## src/rtl/spi_bridge_pkg.sv

```systemverilog
package spi_bridge_pkg;

  typedef enum logic [1:0] {
    SQ_IDLE,
    SQ_INC,
    SQ_WAIT,
    SQ_LOAD
  } seq_state_t;

  function automatic int larger(input int a, input int b);
    return (a > b) ? a : b;
  endfunction

endpackage

```

## src/rtl/spi_pin_sync.sv

```systemverilog
module spi_pin_sync #(
  parameter int SYNC_STAGES = 2
) (
  input  logic clk,
  input  logic rst,
  input  logic cpol,
  input  logic cpha,
  input  logic sck_in,
  input  logic ss_n_in,
  input  logic mosi_in,
  output logic ss_act,
  output logic mosi_bit,
  output logic sample_evt,
  output logic shift_evt
);

  logic [SYNC_STAGES:0]   sck_pipe;
  logic [SYNC_STAGES-1:0] ss_pipe;
  logic [SYNC_STAGES-1:0] mosi_pipe;

  always_ff @(posedge clk) begin
    if (rst) begin
      sck_pipe  <= '0;
      ss_pipe   <= '1;
      mosi_pipe <= '0;
    end else begin
      sck_pipe  <= {sck_pipe[SYNC_STAGES-1:0], sck_in};
      ss_pipe   <= {ss_pipe[SYNC_STAGES-2:0], ss_n_in};
      mosi_pipe <= {mosi_pipe[SYNC_STAGES-2:0], mosi_in};
    end
  end

  logic rise, fall, lead, trail;

  always_comb begin
    rise       = sck_pipe[SYNC_STAGES-1] & ~sck_pipe[SYNC_STAGES];
    fall       = ~sck_pipe[SYNC_STAGES-1] & sck_pipe[SYNC_STAGES];
    lead       = cpol ? fall : rise;
    trail      = cpol ? rise : fall;
    sample_evt = cpha ? trail : lead;
    shift_evt  = cpha ? lead : trail;
    ss_act     = ~ss_pipe[SYNC_STAGES-1];
    mosi_bit   = mosi_pipe[SYNC_STAGES-1];
  end

  AST_EDGE_EXCL: assert property (@(posedge clk) disable iff (rst)
    !(sample_evt && shift_evt));

endmodule

```

## src/rtl/spi_word_shifter.sv

```systemverilog
module spi_word_shifter
  import spi_bridge_pkg::*;
#(
  parameter int ADDR_W = 16,
  parameter int DATA_W = 8,
  parameter int WORD_W = larger(ADDR_W, DATA_W)
) (
  input  logic              clk,
  input  logic              rst,
  input  logic              ss_act,
  input  logic              mosi_bit,
  input  logic              sample_evt,
  input  logic              shift_evt,
  input  logic              load_tx,
  input  logic [DATA_W-1:0] tx_data,
  output logic              word_done,
  output logic              word_is_addr,
  output logic [WORD_W-1:0] word,
  output logic              miso
);

  localparam int CNT_W = $clog2(WORD_W + 1);

  logic [CNT_W-1:0]  bit_cnt;
  logic              first_q;
  logic [WORD_W-1:0] rx_q;
  logic [DATA_W-1:0] tx_q;
  logic [CNT_W-1:0]  last_idx;

  always_comb last_idx = first_q ? CNT_W'(ADDR_W - 1) : CNT_W'(DATA_W - 1);

  // receive side: bit counting and word framing
  always_ff @(posedge clk) begin
    if (rst) begin
      bit_cnt      <= '0;
      first_q      <= 1'b1;
      rx_q         <= '0;
      word_done    <= 1'b0;
      word_is_addr <= 1'b0;
      word         <= '0;
    end else if (!ss_act) begin
      bit_cnt   <= '0;
      first_q   <= 1'b1;
      rx_q      <= '0;
      word_done <= 1'b0;
    end else begin
      word_done <= 1'b0;
      if (sample_evt) begin
        if (bit_cnt == last_idx) begin
          word         <= {rx_q[WORD_W-2:0], mosi_bit};
          word_done    <= 1'b1;
          word_is_addr <= first_q;
          first_q      <= 1'b0;
          bit_cnt      <= '0;
          rx_q         <= '0;
        end else begin
          rx_q    <= {rx_q[WORD_W-2:0], mosi_bit};
          bit_cnt <= bit_cnt + 1'b1;
        end
      end
    end
  end

  // transmit side: shift only inside a word, never on the edge that opens one
  always_ff @(posedge clk) begin
    if (rst || !ss_act) begin
      tx_q <= '0;
    end else if (load_tx) begin
      tx_q <= tx_data;
    end else if (shift_evt && bit_cnt != '0) begin
      tx_q <= {tx_q[DATA_W-2:0], 1'b0};
    end
  end

  always_ff @(posedge clk) begin
    if (rst) miso <= 1'b0;
    else     miso <= ss_act & tx_q[DATA_W-1];
  end

  AST_CNT_BOUND: assert property (@(posedge clk) disable iff (rst)
    bit_cnt < CNT_W'(WORD_W));

endmodule

```

## src/rtl/spi_bus_seq.sv

```systemverilog
module spi_bus_seq
  import spi_bridge_pkg::*;
#(
  parameter int ADDR_W = 16,
  parameter int DATA_W = 8,
  parameter int WORD_W = larger(ADDR_W, DATA_W)
) (
  input  logic              clk,
  input  logic              rst,
  input  logic              word_done,
  input  logic              word_is_addr,
  input  logic [WORD_W-1:0] word,
  output logic [ADDR_W-1:0] bus_addr,
  output logic [DATA_W-1:0] bus_wdata,
  output logic              bus_rd,
  output logic              bus_we,
  output logic              load_tx
);

  seq_state_t state;

  always_ff @(posedge clk) begin
    if (rst) begin
      state     <= SQ_IDLE;
      bus_addr  <= '0;
      bus_wdata <= '0;
      bus_rd    <= 1'b0;
      bus_we    <= 1'b0;
    end else begin
      unique case (state)
        SQ_IDLE: begin
          if (word_done) begin
            if (word_is_addr) begin
              bus_addr <= word[ADDR_W-1:0];
              bus_rd   <= 1'b1;
              state    <= SQ_WAIT;
            end else begin
              bus_wdata <= word[DATA_W-1:0];
              bus_we    <= 1'b1;
              state     <= SQ_INC;
            end
          end
        end
        SQ_INC: begin
          bus_we   <= 1'b0;
          bus_addr <= bus_addr + 1'b1;
          bus_rd   <= 1'b1;
          state    <= SQ_WAIT;
        end
        SQ_WAIT: begin
          bus_rd <= 1'b0;
          state  <= SQ_LOAD;
        end
        SQ_LOAD: state <= SQ_IDLE;
        default: state <= SQ_IDLE;
      endcase
    end
  end

  always_comb load_tx = (state == SQ_LOAD);

  AST_RD_PULSE: assert property (@(posedge clk) disable iff (rst)
    bus_rd |=> !bus_rd);
  AST_WE_PULSE: assert property (@(posedge clk) disable iff (rst)
    bus_we |=> !bus_we);
  AST_RD_WE_EXCL: assert property (@(posedge clk) disable iff (rst)
    !(bus_rd && bus_we));
  AST_ADDR_HELD_WE: assert property (@(posedge clk) disable iff (rst)
    bus_we |-> $stable(bus_addr));
  AST_INC_AFTER_WE: assert property (@(posedge clk) disable iff (rst)
    $fell(bus_we) |-> (bus_addr == ADDR_W'($past(bus_addr) + 1'b1)));

endmodule

```

## src/rtl/spi_bus_bridge.sv

```systemverilog
module spi_bus_bridge
  import spi_bridge_pkg::*;
#(
  parameter int ADDR_W      = 16,
  parameter int DATA_W      = 8,
  parameter int SYNC_STAGES = 2
) (
  input  logic              clk,
  input  logic              rst,
  input  logic              cpol,
  input  logic              cpha,
  input  logic              spi_sck,
  input  logic              spi_ss_n,
  input  logic              spi_mosi,
  output logic              spi_miso,
  output logic [ADDR_W-1:0] bus_addr,
  input  logic [DATA_W-1:0] bus_rdata,
  output logic [DATA_W-1:0] bus_wdata,
  output logic              bus_rd,
  output logic              bus_we
);

  localparam int WORD_W = larger(ADDR_W, DATA_W);

  logic              ss_act, mosi_bit, sample_evt, shift_evt;
  logic              word_done, word_is_addr, load_tx;
  logic [WORD_W-1:0] word;

  spi_pin_sync #(.SYNC_STAGES(SYNC_STAGES)) u_sync (
    .clk(clk), .rst(rst), .cpol(cpol), .cpha(cpha),
    .sck_in(spi_sck), .ss_n_in(spi_ss_n), .mosi_in(spi_mosi),
    .ss_act(ss_act), .mosi_bit(mosi_bit),
    .sample_evt(sample_evt), .shift_evt(shift_evt)
  );

  spi_word_shifter #(.ADDR_W(ADDR_W), .DATA_W(DATA_W), .WORD_W(WORD_W)) u_shift (
    .clk(clk), .rst(rst), .ss_act(ss_act), .mosi_bit(mosi_bit),
    .sample_evt(sample_evt), .shift_evt(shift_evt),
    .load_tx(load_tx), .tx_data(bus_rdata),
    .word_done(word_done), .word_is_addr(word_is_addr), .word(word),
    .miso(spi_miso)
  );

  spi_bus_seq #(.ADDR_W(ADDR_W), .DATA_W(DATA_W), .WORD_W(WORD_W)) u_seq (
    .clk(clk), .rst(rst), .word_done(word_done), .word_is_addr(word_is_addr),
    .word(word), .bus_addr(bus_addr), .bus_wdata(bus_wdata),
    .bus_rd(bus_rd), .bus_we(bus_we), .load_tx(load_tx)
  );

  AST_MISO_IDLE: assert property (@(posedge clk) disable iff (rst)
    ($past(spi_ss_n, 1) && $past(spi_ss_n, 2) && $past(spi_ss_n, 3)) |-> !spi_miso);

endmodule

```

## config.mk

```make
export PLATFORM = sky130hd
export DESIGN_NAME = spi_bus_bridge
export DESIGN_NICKNAME = d
export VERILOG_FILES = /design/src/rtl/spi_bridge_pkg.sv /design/src/rtl/spi_pin_sync.sv /design/src/rtl/spi_word_shifter.sv /design/src/rtl/spi_bus_seq.sv /design/src/rtl/spi_bus_bridge.sv
export SDC_FILE = /design/constraint.sdc
export NUM_CORES = 1
export LEC_CHECK = 0
export ABC_CLOCK_PERIOD_IN_PS = 3100
export BUFFER_PORTS_ARGS = -buffer_cell sky130_fd_sc_hd__buf_2
export CAP_MARGIN = 20
export CORE_MARGIN = 2
export CORE_UTILIZATION = 40
export DETAILED_ROUTE_END_ITERATION = 10
export PLACE_DENSITY = 0.67
export SLEW_MARGIN = 40
export SYNTH_ARGS = -nofsm -noshare
export SYNTH_HDL_FRONTEND = slang
export SYNTH_SLANG_ARGS = --single-unit
```

## constraint.sdc

```tcl
create_clock -name clk -period 3.1 [get_ports clk]
set_input_delay 0 -clock clk [delete_from_list [all_inputs] [get_ports clk]]
set_output_delay 0 -clock clk [all_outputs]
set_load 0.02 [all_outputs]
```

# Yosys cells after proc, flatten, opt, wreduce, memory -nomap -nowiden
# Index checks and enable logic that the tools add are counted.
# op_classes
muxes,22
n_addsub,2
n_reduce_logical,15
n_eq_ne,7
bitwise_logic,8
# ops
cell,count
16-bit 2-to-1 mux,2
16-bit case mux with 2 select lines,1
"16-bit by 1-bit adder with 16-bit output, second input constant",1
8-bit 2-to-1 mux,2
15-bit 2-to-1 mux,1
3-bit AND reduction,5
1-bit 2-to-1 mux,9
2-bit case mux with 4 select lines,1
"2-bit inequality test, second input constant",3
"5-bit by 1-bit adder with 5-bit output, second input constant",1
5-bit == test,1
5-bit 2-to-1 mux,1
1-bit NOT,5
5-bit nonzero test,1
"2-bit == test, second input constant",2
2-bit 2-to-1 mux,2
4-bit 2-to-1 mux,1
2-bit nonzero test,2
1-bit AND,3
1-bit case mux with 3 select lines,1
3-bit nonzero test,1
3-bit OR reduction,1
"2-bit by 1-bit == test with 1-bit output, second input constant",1
2-bit logical NOT,1
other kinds (5),5
# totals
elab_cells,70
register_bits,83
output_inout_bits,27

# Longest topological paths before layout
# Gate-level depths: netlist of the first run.
# logic_depth
word_depth,7
mapped_depth,9
depth_no_buf,6

# Modules after synthesis
# Synthesis of the first run repeated with hierarchy kept, for this count alone.
# unflattened
hier_cells,421
area_unflattened_um2,3819.9
# modules_own_cells
mod,area_per_inst_um2,seq_area_each_um2,cells_each,n_inst
spi_word_shifter,2006.9,960.9,204,1
spi_bus_seq,1576.5,560.5,197,1
spi_pin_sync,236.5,140.1,20,1

# Least setup slack after synthesis of the first run
# OpenSTA, ideal clock, no wires.
# synth_path
path_kind,flip-flop to flip-flop
from,reg u_seq.state[0]
to,reg u_seq.bus_addr[2]
stages_incl_launch_ff,10
setup_time_ns,0.132
n_path_buf,3
setup_slack_ns,1.244
arrival_ns,1.724
cell_sequence,dfxtp_1 > inv_1 > ha_1 > buf_2 > a21boi_2 > or2_2 > buf_2 > buf_2 > o21ai_0 > a21oi_1
# synth_between
elab_chain_cells,3
# synth_lines
element,line_no,rtl
from (decl),spi_bus_seq.sv:20,seq_state_t state;
from (signal assigned),spi_bus_seq.sv:24,state <= SQ_IDLE;
from (signal assigned),spi_bus_seq.sv:36,state <= SQ_WAIT;
from (signal assigned),spi_bus_seq.sv:40,state <= SQ_INC;
2-bit by 1-bit == test with 1-bit output or 2-bit logical NOT (tied branches),spi_bus_seq.sv:30,unique case (state)
2-bit nonzero test (no line) or 2-bit inequality test (tied branches),--,
3-bit AND reduction (no line),--,
to (signal assigned),spi_bus_seq.sv:34,bus_addr <= word[ADDR_W-1:0];
to (signal assigned),spi_bus_seq.sv:46,bus_addr <= bus_addr + 1'b1;
to (decl),spi_bus_seq.sv:13,"output logic [ADDR_W-1:0] bus_addr,"
# Several ways; a longest one is shown, not always the timed one.
# A chain may end at the register's enable or synchronous reset.

# Worst setup path in the final report of the first run
# layout_path
from,reg u_seq.state[1]
to,reg u_seq.bus_addr[11]
# Same word-level chain as after synthesis.

==> results of run 1 <==
## cells by family after synthesis
logic type,count (synthesis),synth area share (%)
buffers and inverters,43,4.795
adder cells (fa/ha/maj),7,2.315
AO/OA/AOI/OAI,101,15.71
XOR/XNOR,2,0.6615
flip-flops,83,43.92
multiplexers,25,6.779
AND/OR/NAND/NOR,194,25.83
## per-stage QoR
stage / instance area, um^2 / cells
floorplan: 3784 / 455
global route: 4369 / 612
global placement: 4055 / 585
finish: 4369 / 612
CTS: 4369 / 612
detailed placement: 4055 / 585
## flip-flops by register name, summed over array words and instances, names as in the netlist
register	count
u_shift.miso	1
u_seq.bus_rd	1
u_shift.word	16
u_seq.bus_we	1
u_shift.rx_q	15
u_seq.bus_wdata	8
u_seq.state	2
u_sync.ss_pipe	2
u_sync.sck_pipe	3
u_shift.tx_q	8
u_shift.bit_cnt	5
u_shift.word_is_addr	1
u_shift.word_done	1
u_shift.first_q	1
u_sync.mosi_pipe	2
u_seq.bus_addr	16
## area by class of cell
class	instances	area, um^2	area share [%]
inverter	13	48.80	1.117
sequential	83	1662	38.03
clock buffer	11	141.4	3.236
clock inverter	5	62.56	1.432
timing repair buffer	60	375.4	8.591
multi-input combinational	329	1941	44.42
tap	111	138.9	3.179
## worst max-delay path, delay by kind of cell (launching register included)
family | cells | cell delay, ns
DFF | 1 | 0.35
buffers and inverters | 2 | 0.44
AOI/OAI and AO/OA | 1 | 0.17
adders and majority gates | 1 | 0.48
and+or+nand+nor | 2 | 0.70
## how the worst max path moves through the flow
stage                        start  slack (ns)            endpoint
floorplan           u_seq.state[0]        1.24   u_seq.bus_addr[2]
global placement    u_seq.state[1]        1.03  u_seq.bus_addr[13]
detailed placement  u_seq.state[1]        0.92   u_seq.bus_addr[9]
CTS                 u_seq.state[1]        0.91   u_seq.bus_addr[9]
global route        u_seq.state[1]        0.64  u_seq.bus_addr[11]
finish              u_seq.state[1]        0.89  u_seq.bus_addr[11]
## timing repair
item / in CTS / in global routing
hold buffers: 11 / 0
setup endpoints to repair: 0 / 0
endpoints found under the hold margin: 11 / 0
## power by group through the flow
stage / sequential, mW / clock [mW] / combinational [mW]
global route: 1.16 / 0.853 / 0.627
detailed placement: 1.17 / 0 / 0.541
floorplan: 1.19 / 0 / 0.400
CTS: 1.15 / 0.814 / 0.554
finish: 1.15 / 0.797 / 0.557
global placement: 1.17 / 0 / 0.534
## metal layers
metal,track usage (%),share of wire [%]
met4,6.549,1.3
met2,26.90,46
met5,0,0
met1,21.89,49
met3,3.865,4.3
## Yosys cell counts (all sizes together) (2+ instances only)
cell type	instances
a211oi	10
a21boi	2
a21oi	42
a22oi	3
a31oi	4
and2	3
and3	2
and4	2
buf	12
clkbuf	18
dfxtp	83
ha	7
inv	13
mux2	2
mux2i	23
nand2	73
nand3	31
nand4	3
nor2	22
nor2b	12
nor3	12
nor4	11
nor4b	4
o211ai	3
o21a	3
o21ai	25
o22ai	2
or2	7
or3	6
or3b	3
xnor2	2
==> summary.md, run 1 <==
- highest clock frequency the design can meet: 452.0 MHz
- core utilization of the finished layout: 47.51%
- std cell rows: 35
- Post-layout nets: 518
- max-capacitance violation count: 0
- Layout fillers: 910
- synthesis-to-layout area growth: 15.48%
- Routed Antenna Nets: 0
- category of the worst setup path capture point: flop
- cell repeated most along the worst path: sky130_fd_sc_hd__inv_1
- endpoint of the most critical register-to-register path: u_seq.bus_addr[11]
- net count of the mapped netlist: 477
- cell taking the most area after synthesis: sky130_fd_sc_hd__dfxtp_1
- sum of negative setup slack: 0 ns
- overall power of the completed layout: 2.499 mW
- antenna violations before repair: 0
- boundary pin count: 42
- most common library cell in the layout ignoring fill and taps: sky130_fd_sc_hd__dfxtp_1
- maximum VDD drop: 0.2810 mV
- ordered cell list for the critical path: inv_1, ha_1, inv_1, nor3_1, or3b_2, a31oi_1
- top cell type's share of synthesized area: 43.92%
- Seq/Total Area, Yosys: 43.92%
- number of hold-slack violations in the final timing report: 0
- DRC violation count after routing: 0
- Switch Pwr: 0.8175 mW
- Worst-Skew Late Latency: 0.36 ns
- number of clock buffers inserted by TritonCTS: 9
- drt pass-1 iters: 4
- max-slew violation count: 0
- start point of the worst min-delay path: rst
- total number of H-tree levels: 3
- dominant cells by area after synthesis: sky130_fd_sc_hd__dfxtp_1 44%, sky130_fd_sc_hd__nand2_1 7.2%, sky130_fd_sc_hd__mux2i_1 5.8%
- clk sink count: 83
- proportion of register bits with asynchronous set or reset after synthesis: 0%
- number of buffers inserted to repair setup after CTS: 0
- top library cells by usage in the layout, fill and taps aside: 83 x sky130_fd_sc_hd__dfxtp_1, 73 x sky130_fd_sc_hd__nand2_1, 42 x sky130_fd_sc_hd__a21oi_1
- number of enable flip-flop cells after synthesis: 0
- Hold Path Cell Cnt: 2
- critical path's slowest cell: sky130_fd_sc_hd__ha_1
- synthesized area per cell: 8.316 um^2
- Bufs on Longest Clock Path: 2
- Wirelength per Cell: 13.62 um
- max incr delay on CP: 0.48 ns
- slew of the pin with the lowest slew margin: 0.7440 ns
- net switching fraction of the power: 32.71%
- flip-flop and latch count after synthesis: 83
- minimum clock period after layout: 2.212 ns
- average via count per standard cell: 5.508
- Worst R2R Start: u_seq.state[1]
- TritonCTS clock tree: built
- Flop pwr share: 45.9%
- count of endpoints failing setup in the final report: 0
- clock skew: 0.01503 ns
- Worst Setup Path Type: flop to flop
- unrepaired setup endpoints after global routing: no
- wire length after detailed routing: 8333 um
- Syn Inst Count: 455
- share of total power in the clock network: 31.9%
- Worst Hold Path EP: u_sync.sck_pipe[1]
- pwr dens: 572.0 nW/um^2
- status: completed
- Internal Pwr Total: 1.682 mW
- largest fanout on the critical path: 15
- worst r2r path cells: 6
- reg-to-reg setup timing slack: 0.89 ns
- class of the tightest hold or removal check: primary input to flop
- CTS Root Buffer Type: sky130_fd_sc_hd__clkbuf_8
- data arrival at the endpoint of the critical path: 2.50 ns
- global routing usage summed across all routing layers: 16.76%
- combinational fraction of design power: 22.3%
- floorplan die height: 101.3 um
- final setup margin: 0.8878 ns
- worst-case headroom to the max-slew limit: 50.21%
- Data required, critical path: 3.38 ns
- final period utilization: 71.36%
- final HPWL from detailed placement: 5680 um
- worst setup timing slack at the placement stage: 0.9188 ns
- ratio of cells with drive above 1 in the final layout: 16.37%
- DIE WIDTH: 101.3 um
- aggregate global routing overflow: 0
- synth warn: 0
- clock-pin slew of the registers on the worst-case setup and hold paths: 0.09 ns
- ys flop type: sky130_fd_sc_hd__dfxtp_1
- summed instance area of the synthesized netlist: 3784 um^2
- Post-Route Hold Slack: 0.1894 ns
- Leak: 1.474 nW
- vias in the first global route: 3110
- total via count after detailed routing: 3371
- number of gates resized after cts: 0
- number of design-rule violations left by the first detailed-router iteration: 143
- gp weighted congestion: 0.7976
- global-route wire length before repair: 14090 um
- kind of start point of the critical path: flop
- count of distinct cell types in the synthesized netlist: 52
- initial core utilization: 41.14%
- die outline area: 10250 um^2
- core box area: 9196 um^2
- antenna diode count: 0
- PortBufs: 41
- maximum number of pins on one net before global-route repair: 40
Power figures use the tool's default switching activity.
==> run 2, diff against run 1 <==
--- a/config.mk
+++ b/config.mk
@@ -5,7 +5,7 @@
 export SDC_FILE = /design/constraint.sdc
 export NUM_CORES = 1
 export LEC_CHECK = 0
-export ABC_CLOCK_PERIOD_IN_PS = 3100
+export ABC_CLOCK_PERIOD_IN_PS = 2080
 export BUFFER_PORTS_ARGS = -buffer_cell sky130_fd_sc_hd__buf_2
 export CAP_MARGIN = 20
 export CORE_MARGIN = 2
==> constraint.sdc (replaced) <==
create_clock -name clk -period 2.08 [get_ports clk]
set_input_delay 0 -clock clk [delete_from_list [all_inputs] [get_ports clk]]
set_output_delay 0 -clock clk [all_outputs]
set_load 0.02 [all_outputs]
==> run 2 against run 1 <==
Global-route usage rose by 0.091 points. Flip-flop and latch count did not move. Sequential power rose by 49%. Worst setup slack got worse by 0.76 ns. Sequential share of layout area fell by 0.69 points. Combinational power rose by 65%. Design area rose by 1.9%. Non-clock buffer count rose by 11. Wire length rose by 1.2%. First-iteration DRC count rose by 2.1%. Power rose by 49%. Via count fell by 1.0%.
==> summary.md, run 2 (synthesized netlist as in run 1, its figures left out) <==
- Routed Antenna Nets: 0
- DIE WIDTH: 101.3 um
- clock skew: 0.02056 ns
- unrepaired setup endpoints after global routing: no
- M1 GR Usage: 21.99%
- status: completed
- vias in the first global route: 3050
- start point of the worst min-delay path: cpha
- CTS Root Buffer Type: sky130_fd_sc_hd__clkbuf_8
- TritonCTS clock tree: built
- Data required, critical path: 2.32 ns
- Post-layout nets: 529
- die outline area: 10250 um^2
- combinational fraction of design power: 24.6%
- number of design-rule violations left by the first detailed-router iteration: 146
- max-slew violation count: 0
- clock-pin slew of the registers on the worst-case setup and hold paths: 0.09 ns
- synthesis-to-layout area growth: 17.63%
- kind of start point of the critical path: flop
- sum of negative setup slack: 0 ns
- antenna violations before repair: 0
- initial core utilization: 41.14%
- top library cells by usage in the layout, fill and taps aside: 83 x sky130_fd_sc_hd__dfxtp_1, 73 x sky130_fd_sc_hd__nand2_1, 42 x sky130_fd_sc_hd__a21oi_1
- number of buffers inserted to repair setup after CTS: 0
- average via count per standard cell: 5.356
- category of the worst setup path capture point: flop
- Worst-Skew Late Latency: 0.36 ns
- ratio of cells with drive above 1 in the final layout: 17.77%
- largest registers in the final layout: u_seq.bus_addr x16, u_shift.word x16, u_shift.rx_q x15
- global routing's busiest layer: met2
- count of endpoints failing setup in the final report: 0
- slew of the pin with the lowest slew margin: 0.5676 ns
- max-capacitance violation count: 0
- number of clock buffers inserted by TritonCTS: 9
- most common library cell in the layout ignoring fill and taps: sky130_fd_sc_hd__dfxtp_1
- highest clock frequency the design can meet: 513.5 MHz
- floorplan die height: 101.3 um
- Worst R2R Start: u_seq.state[0]
- number of hold-slack violations in the final timing report: 0
- maximum number of pins on one net before global-route repair: 35
- pwr dens: 837.2 nW/um^2
- global routing usage summed across all routing layers: 16.85%
- final HPWL from detailed placement: 5781 um
- final period utilization: 93.63%
- Layout fillers: 888
- global-route track usage on met3: 4.003%
- total via count after detailed routing: 3337
- maximum VDD drop: 0.3074 mV
- M2 GR Usage: 27.97%
- global-route wire length before repair: 14060 um
- core box area: 9196 um^2
- Internal Pwr Total: 2.457 mW
- share of total power in the clock network: 29.5%
- clk sink count: 83
- net switching fraction of the power: 34.07%
- total number of H-tree levels: 3
- Worst Setup Path Type: flop to flop
- core utilization of the finished layout: 48.39%
- antenna diode count: 0
- Leak: 1.527 nW
- DRC violation count after routing: 0
- drt pass-1 iters: 4
- minimum clock period after layout: 1.948 ns
- worst-case headroom to the max-slew limit: 62.02%
- wire length after detailed routing: 8429 um
- std cell rows: 35
- Switch Pwr: 1.270 mW
- Bufs on Longest Clock Path: 2
- largest fanout on the critical path: 14
- Worst Setup SP: u_seq.state[0]
- Flop pwr share: 45.9%
- data arrival at the endpoint of the critical path: 2.19 ns
- class of the tightest hold or removal check: primary input to flop
- PortBufs: 41
- gp weighted congestion: 0.7727
- aggregate global routing overflow: 0
- boundary pin count: 42
- Wirelength per Cell: 13.53 um
## run 2: cell types whose count changed in the layout (fill, tap and decap cells not counted), sizes merged
| cell | change |
|---|---|
| inv | +1 |
| dlygate4sd3 | +3 |
| clkbuf | -1 |
| bufinv | -1 |
| buf | +8 |
| clkinv | +1 |
## run 2: worst paths after layout
check	endpoint	slack (ns)	depth (start not counted)
setup / recovery	u_seq.bus_addr[15]	0.13	6
hold / removal	u_shift.bit_cnt[1]	0.33	6
setup reg to reg	u_seq.bus_addr[15]	0.13	6
hold reg to reg	u_sync.ss_pipe[1]	0.43	1
## run 2: stage by stage
stage | cell area (um^2) | std cells | setup slack (ns) | hold WS (ns) | power (mW)
2_1_floorplan | 3784 | 455 | 0.2235 | 0.1038 | 2.371
3_3_place_gp | 4115 | 593 | 0.1548 | 0.1833 | 2.603
3_5_place_dp | 4115 | 593 | 0.04724 | 0.1879 | 2.628
4_1_cts | 4443 | 623 | 0.02841 | 0.3162 | 3.748
5_1_grt | 4451 | 623 | 0.02043 | 0.3501 | 3.937
6_report | 4451 | 623 | 0.1325 | 0.3263 | 3.726
## run 2: power groups by stage
stage | registers [mW] | logic (mW) | clock network [mW]
final | 1.71 | 0.917 | 1.10
after detailed placement | 1.75 | 0.882 | 0
after global routing | 1.72 | 1.01 | 1.20
after global placement | 1.74 | 0.864 | 0
after CTS | 1.71 | 0.904 | 1.14
after floorplan | 1.78 | 0.596 | 0
## run 2: routing by layer
layer / wire length (um) / vias up
li1: - / 1703
met1: 4171 / 1560
met2: 3896 / 67
met3: 274 / 7
met4: 86 / 0
met5: 0 / -
## run 2: timing repair
action,4_1_cts,5_1_grt
resized for setup,0,1
hold buffers,14,0
hold endpoints to repair,15,0
endpoints found under the setup margin,0,1
## run 2: final cells by class
cell class | instances | area, um^2 | area share (%)
Multi-Input combinational cell | 329 | 1948 | 43.77
Sequential cell | 83 | 1662 | 37.33
Timing Repair Buffer | 71 | 465.4 | 10.46
Tap cell | 111 | 138.9 | 3.121
Clock buffer | 10 | 137.6 | 3.092
Clock inverter | 6 | 50.05 | 1.125
Inverter | 13 | 48.80 | 1.096
## run 2: critical path, stage by stage (launching register included)
cell and delay [ns]:
sky130_fd_sc_hd__dfxtp_1 0.35, sky130_fd_sc_hd__inv_1 0.09, sky130_fd_sc_hd__ha_1 0.23, sky130_fd_sc_hd__a21boi_4 0.33, sky130_fd_sc_hd__or2_2 0.33, sky130_fd_sc_hd__o21ai_0 0.15, sky130_fd_sc_hd__a221o_1 0.35
==> run 3, diff against run 2 <==
--- a/config.mk
+++ b/config.mk
@@ -15,4 +15,5 @@
 export SLEW_MARGIN = 40
 export SYNTH_ARGS = -nofsm -noshare
 export SYNTH_HDL_FRONTEND = slang
+export SYNTH_HIERARCHICAL = 1
 export SYNTH_SLANG_ARGS = --single-unit
==> run 3 against run 2 <==
Die area is 0.92% higher. Cell count fell by 2.4%. Fmax rose by 6.7%. Clock power is 22% higher. Non-clock buffer count fell by 6. Largest power group unchanged. Synthesized cell count is 7.5% lower. Core utilization rose by 0.84 points. Flip-flop and latch count unchanged. Worst setup slack better by 0.12 ns. Power fell by 7.5%. Via count shrank 7.5%. Hold slack got worse by 0.14 ns.
==> summary.md, run 3 <==
- dominant cells by area after synthesis: sky130_fd_sc_hd__dfxtp_1 43%, sky130_fd_sc_hd__mux2i_1 12%, sky130_fd_sc_hd__nand2b_1 6.6%
- final setup margin: 0.2550 ns
- most common library cell in the layout ignoring fill and taps: sky130_fd_sc_hd__dfxtp_1
- combinational fraction of design power: 12.3%
- ratio of cells with drive above 1 in the final layout: 17.54%
- max-slew violation count: 0
- filler-free cell count of the finished design: 608
- aggregate global routing overflow: 0
- proportion of register bits with asynchronous set or reset after synthesis: 0%
- CTS Root Buffer Type: sky130_fd_sc_hd__clkbuf_8
- maximum number of pins on one net before global-route repair: 39
- unrepaired setup endpoints after global routing: no
- ys flop type: sky130_fd_sc_hd__dfxtp_1
- net switching fraction of the power: 25.80%
- DIE WIDTH: 101.7 um
- Layout fillers: 856
- floorplan die height: 101.7 um
- status: completed
- number of buffers inserted to repair setup after CTS: 0
- largest fanout on the critical path: 6
- antenna violations before repair: 0
- initial core utilization: 41.34%
- average via count per standard cell: 5.077
- gp weighted congestion: 0.8812
- most frequent cell after synthesis: sky130_fd_sc_hd__dfxtp_1
- number of clock buffers inserted by TritonCTS: 9
- global-route wire length before repair: 13210 um
- Wirelength per Cell: 13.12 um
- largest registers in the final layout: u_seq/bus_addr x16, u_shift/word x16, u_shift/rx_q x15
- vias in the first global route: 2794
- PortBufs: 41
- boundary pin count: 42
- maximum VDD drop: 0.3690 mV
- kind of start point of the critical path: flop
- reg-to-reg setup timing slack: 0.26 ns
- top cell types by occurrence after synthesis: 83 x sky130_fd_sc_hd__dfxtp_1, 45 x sky130_fd_sc_hd__mux2i_1, 40 x sky130_fd_sc_hd__nand2b_1, 40 x sky130_fd_sc_hd__nor2_1
- slew of the pin with the lowest slew margin: 0.6727 ns
- number of gates resized after cts: 0
- summed instance area of the synthesized netlist: 3820 um^2
- count of distinct cell types in the synthesized netlist: 51
- pwr dens: 757.4 nW/um^2
- Routed Antenna Nets: 0
- synthesis-to-layout area growth: 19.10%
- Internal Pwr Total: 2.557 mW
- total via count after detailed routing: 3087
- global routing usage summed across all routing layers: 15.91%
- synthesized area per cell: 9.073 um^2
- share of total power in the clock network: 38.8%
- number of enable flip-flop cells after synthesis: 0
- Data required, critical path: 2.36 ns
- total number of H-tree levels: 3
- max-capacitance violation count: 0
- Syn Inst Count: 421
- count of endpoints failing setup in the final report: 0
- category of the worst setup path capture point: flop
- Leak: 1.637 nW
- final period utilization: 87.74%
- std cell rows: 35
- buffers plus inverters on the worst setup path: 1
- wire length after detailed routing: 7979 um
- top library cells by usage in the layout, fill and taps aside: 83 x sky130_fd_sc_hd__dfxtp_1, 44 x sky130_fd_sc_hd__mux2i_1, 41 x sky130_fd_sc_hd__buf_2
- net count of the mapped netlist: 443
- TritonCTS clock tree: built
- core box area: 9240 um^2
- Switch Pwr: 0.8890 mW
- Bufs on Longest Clock Path: 2
- Worst Setup Path Type: flop to flop
- Post-layout nets: 496
- clock skew: 0.008952 ns
- cell taking the most area after synthesis: sky130_fd_sc_hd__dfxtp_1
- top cell type's share of synthesized area: 43.50%
- max incr delay on CP: 0.53 ns
- highest clock frequency the design can meet: 547.9 MHz
- clk sink count: 83
- DRC violation count after routing: 0
- Flop pwr share: 48.9%
- drt pass-1 iters: 5
- number of hold-slack violations in the final timing report: 0
- worst setup timing slack at the placement stage: 0.2895 ns
- cell family with most CP delay: simple AND/OR/NAND/NOR gates
- critical path's slowest cell: sky130_fd_sc_hd__or4b_1
- data arrival at the endpoint of the critical path: 2.10 ns
- minimum clock period after layout: 1.825 ns
- Worst-Skew Late Latency: 0.35 ns
- worst-case headroom to the max-slew limit: 55.03%
- clock-pin slew of the registers on the worst-case setup and hold paths: 0.09 ns
- flip-flop and latch count after synthesis: 83
- sum of negative setup slack: 0 ns
- ordered cell list for the critical path: inv_1, ha_1, a21bo_2, nand2_1, or4b_1, a31oi_1
- number of cells after detailed placement: 581
- number of design-rule violations left by the first detailed-router iteration: 176
- synth warn: 6
- antenna diode count: 0
- die outline area: 10350 um^2
- Seq/Total Area, Yosys: 43.50%
- final HPWL from detailed placement: 5373 um
- class of the tightest hold or removal check: primary input to flop
==> run 3: cell types whose count changed after synthesis, sizes merged, moves of 7 or more <==
cell    delta
nand2     -53
nand2b    +40
a21oi     -27
nand3     -23
mux2i     +22
nor2      +18
a211oi     -8
a221oi     +8
a31oi      +8
inv        +8
nor4       -8
nor3       -7
==> run 3: final timing paths <==
| path | start | to | cells past startpoint |
|---|---|---|---|
| max | u_seq/state[0] | u_seq/bus_addr[15] | 6 |
| min | rst | u_seq/state[0] | 2 |
| max reg2reg | u_seq/state[0] | u_seq/bus_addr[15] | 6 |
| min reg2reg | u_sync/ss_pipe[0] | u_sync/ss_pipe[1] | 1 |
==> run 3: cell type report <==
class,count,area [um^2],area share [%]
multi-input combinational,294,1987,43.67
sequential,83,1662,36.52
timing repair buffer,65,425.4,9.351
tap,129,161.4,3.548
clock buffer,11,151.4,3.328
clock inverter,5,83.83,1.843
inverter,21,78.83,1.733
==> run 3: per-stage QoR <==
step                utilization, %  total power [mW]  instance area, um^2  hold WS [ns]
finish                       49.23             3.446                 4549        0.1898
detailed placement           45.50             2.130                 4204        0.1865
global route                 49.23             3.590                 4549        0.2281
CTS                          49.23             3.481                 4549        0.1602
global placement             45.50             2.122                 4204        0.1863
floorplan                        -             1.982                 3820       0.07161
==> run 3: power by group through the flow <==
stage / sequential [mW] / combinational [mW] / clock (mW)
final: 1.68 / 0.424 / 1.34
after global routing: 1.69 / 0.465 / 1.43
after CTS: 1.68 / 0.424 / 1.37
after detailed placement: 1.72 / 0.409 / 0
after global placement: 1.72 / 0.405 / 0
after floorplan: 1.74 / 0.238 / 0
==> run 3: timing repair <==
| item | CTS | global route |
|---|---|---|
| endpoints found under the setup margin | 0 | 0 |
| hold buffers | 11 | 0 |
| endpoints found under the hold margin | 11 | 0 |
==> run 3: routing by layer <==
layer / GRT usage, % / vias to the layer above / share of wire [%]
li1: - / 1581 / -
met4: 7.900 / 0 / 1.8
met3: 3.037 / 11 / 3.9
met5: 0 / - / 0
met2: 23.68 / 68 / 44
met1: 21.97 / 1427 / 50
==> run 3: logic make-up (layout without fill, tap and decap cells) <==
logic type / count (synthesis) / after routing / share of synthesized area (%)
AO/OA/AOI/OAI: 78 / 78 / 13.13
XOR/XNOR: 5 / 5 / 1.343
adder cells (fa/ha/maj): 7 / 7 / 2.293
buffers and inverters: 44 / 102 / 4.717
flip-flops: 83 / 83 / 43.50
multiplexers: 45 / 45 / 11.79
AND/OR/NAND/NOR: 159 / 159 / 23.22
==> run 3: worst reg2reg max path: stages (launching register included) <==
cell and delay [ns]:
sky130_fd_sc_hd__dfxtp_1 0.39, sky130_fd_sc_hd__inv_1 0.09, sky130_fd_sc_hd__ha_1 0.22, sky130_fd_sc_hd__a21bo_2 0.26
sky130_fd_sc_hd__nand2_1 0.12, sky130_fd_sc_hd__or4b_1 0.53, sky130_fd_sc_hd__a31oi_1 0.13
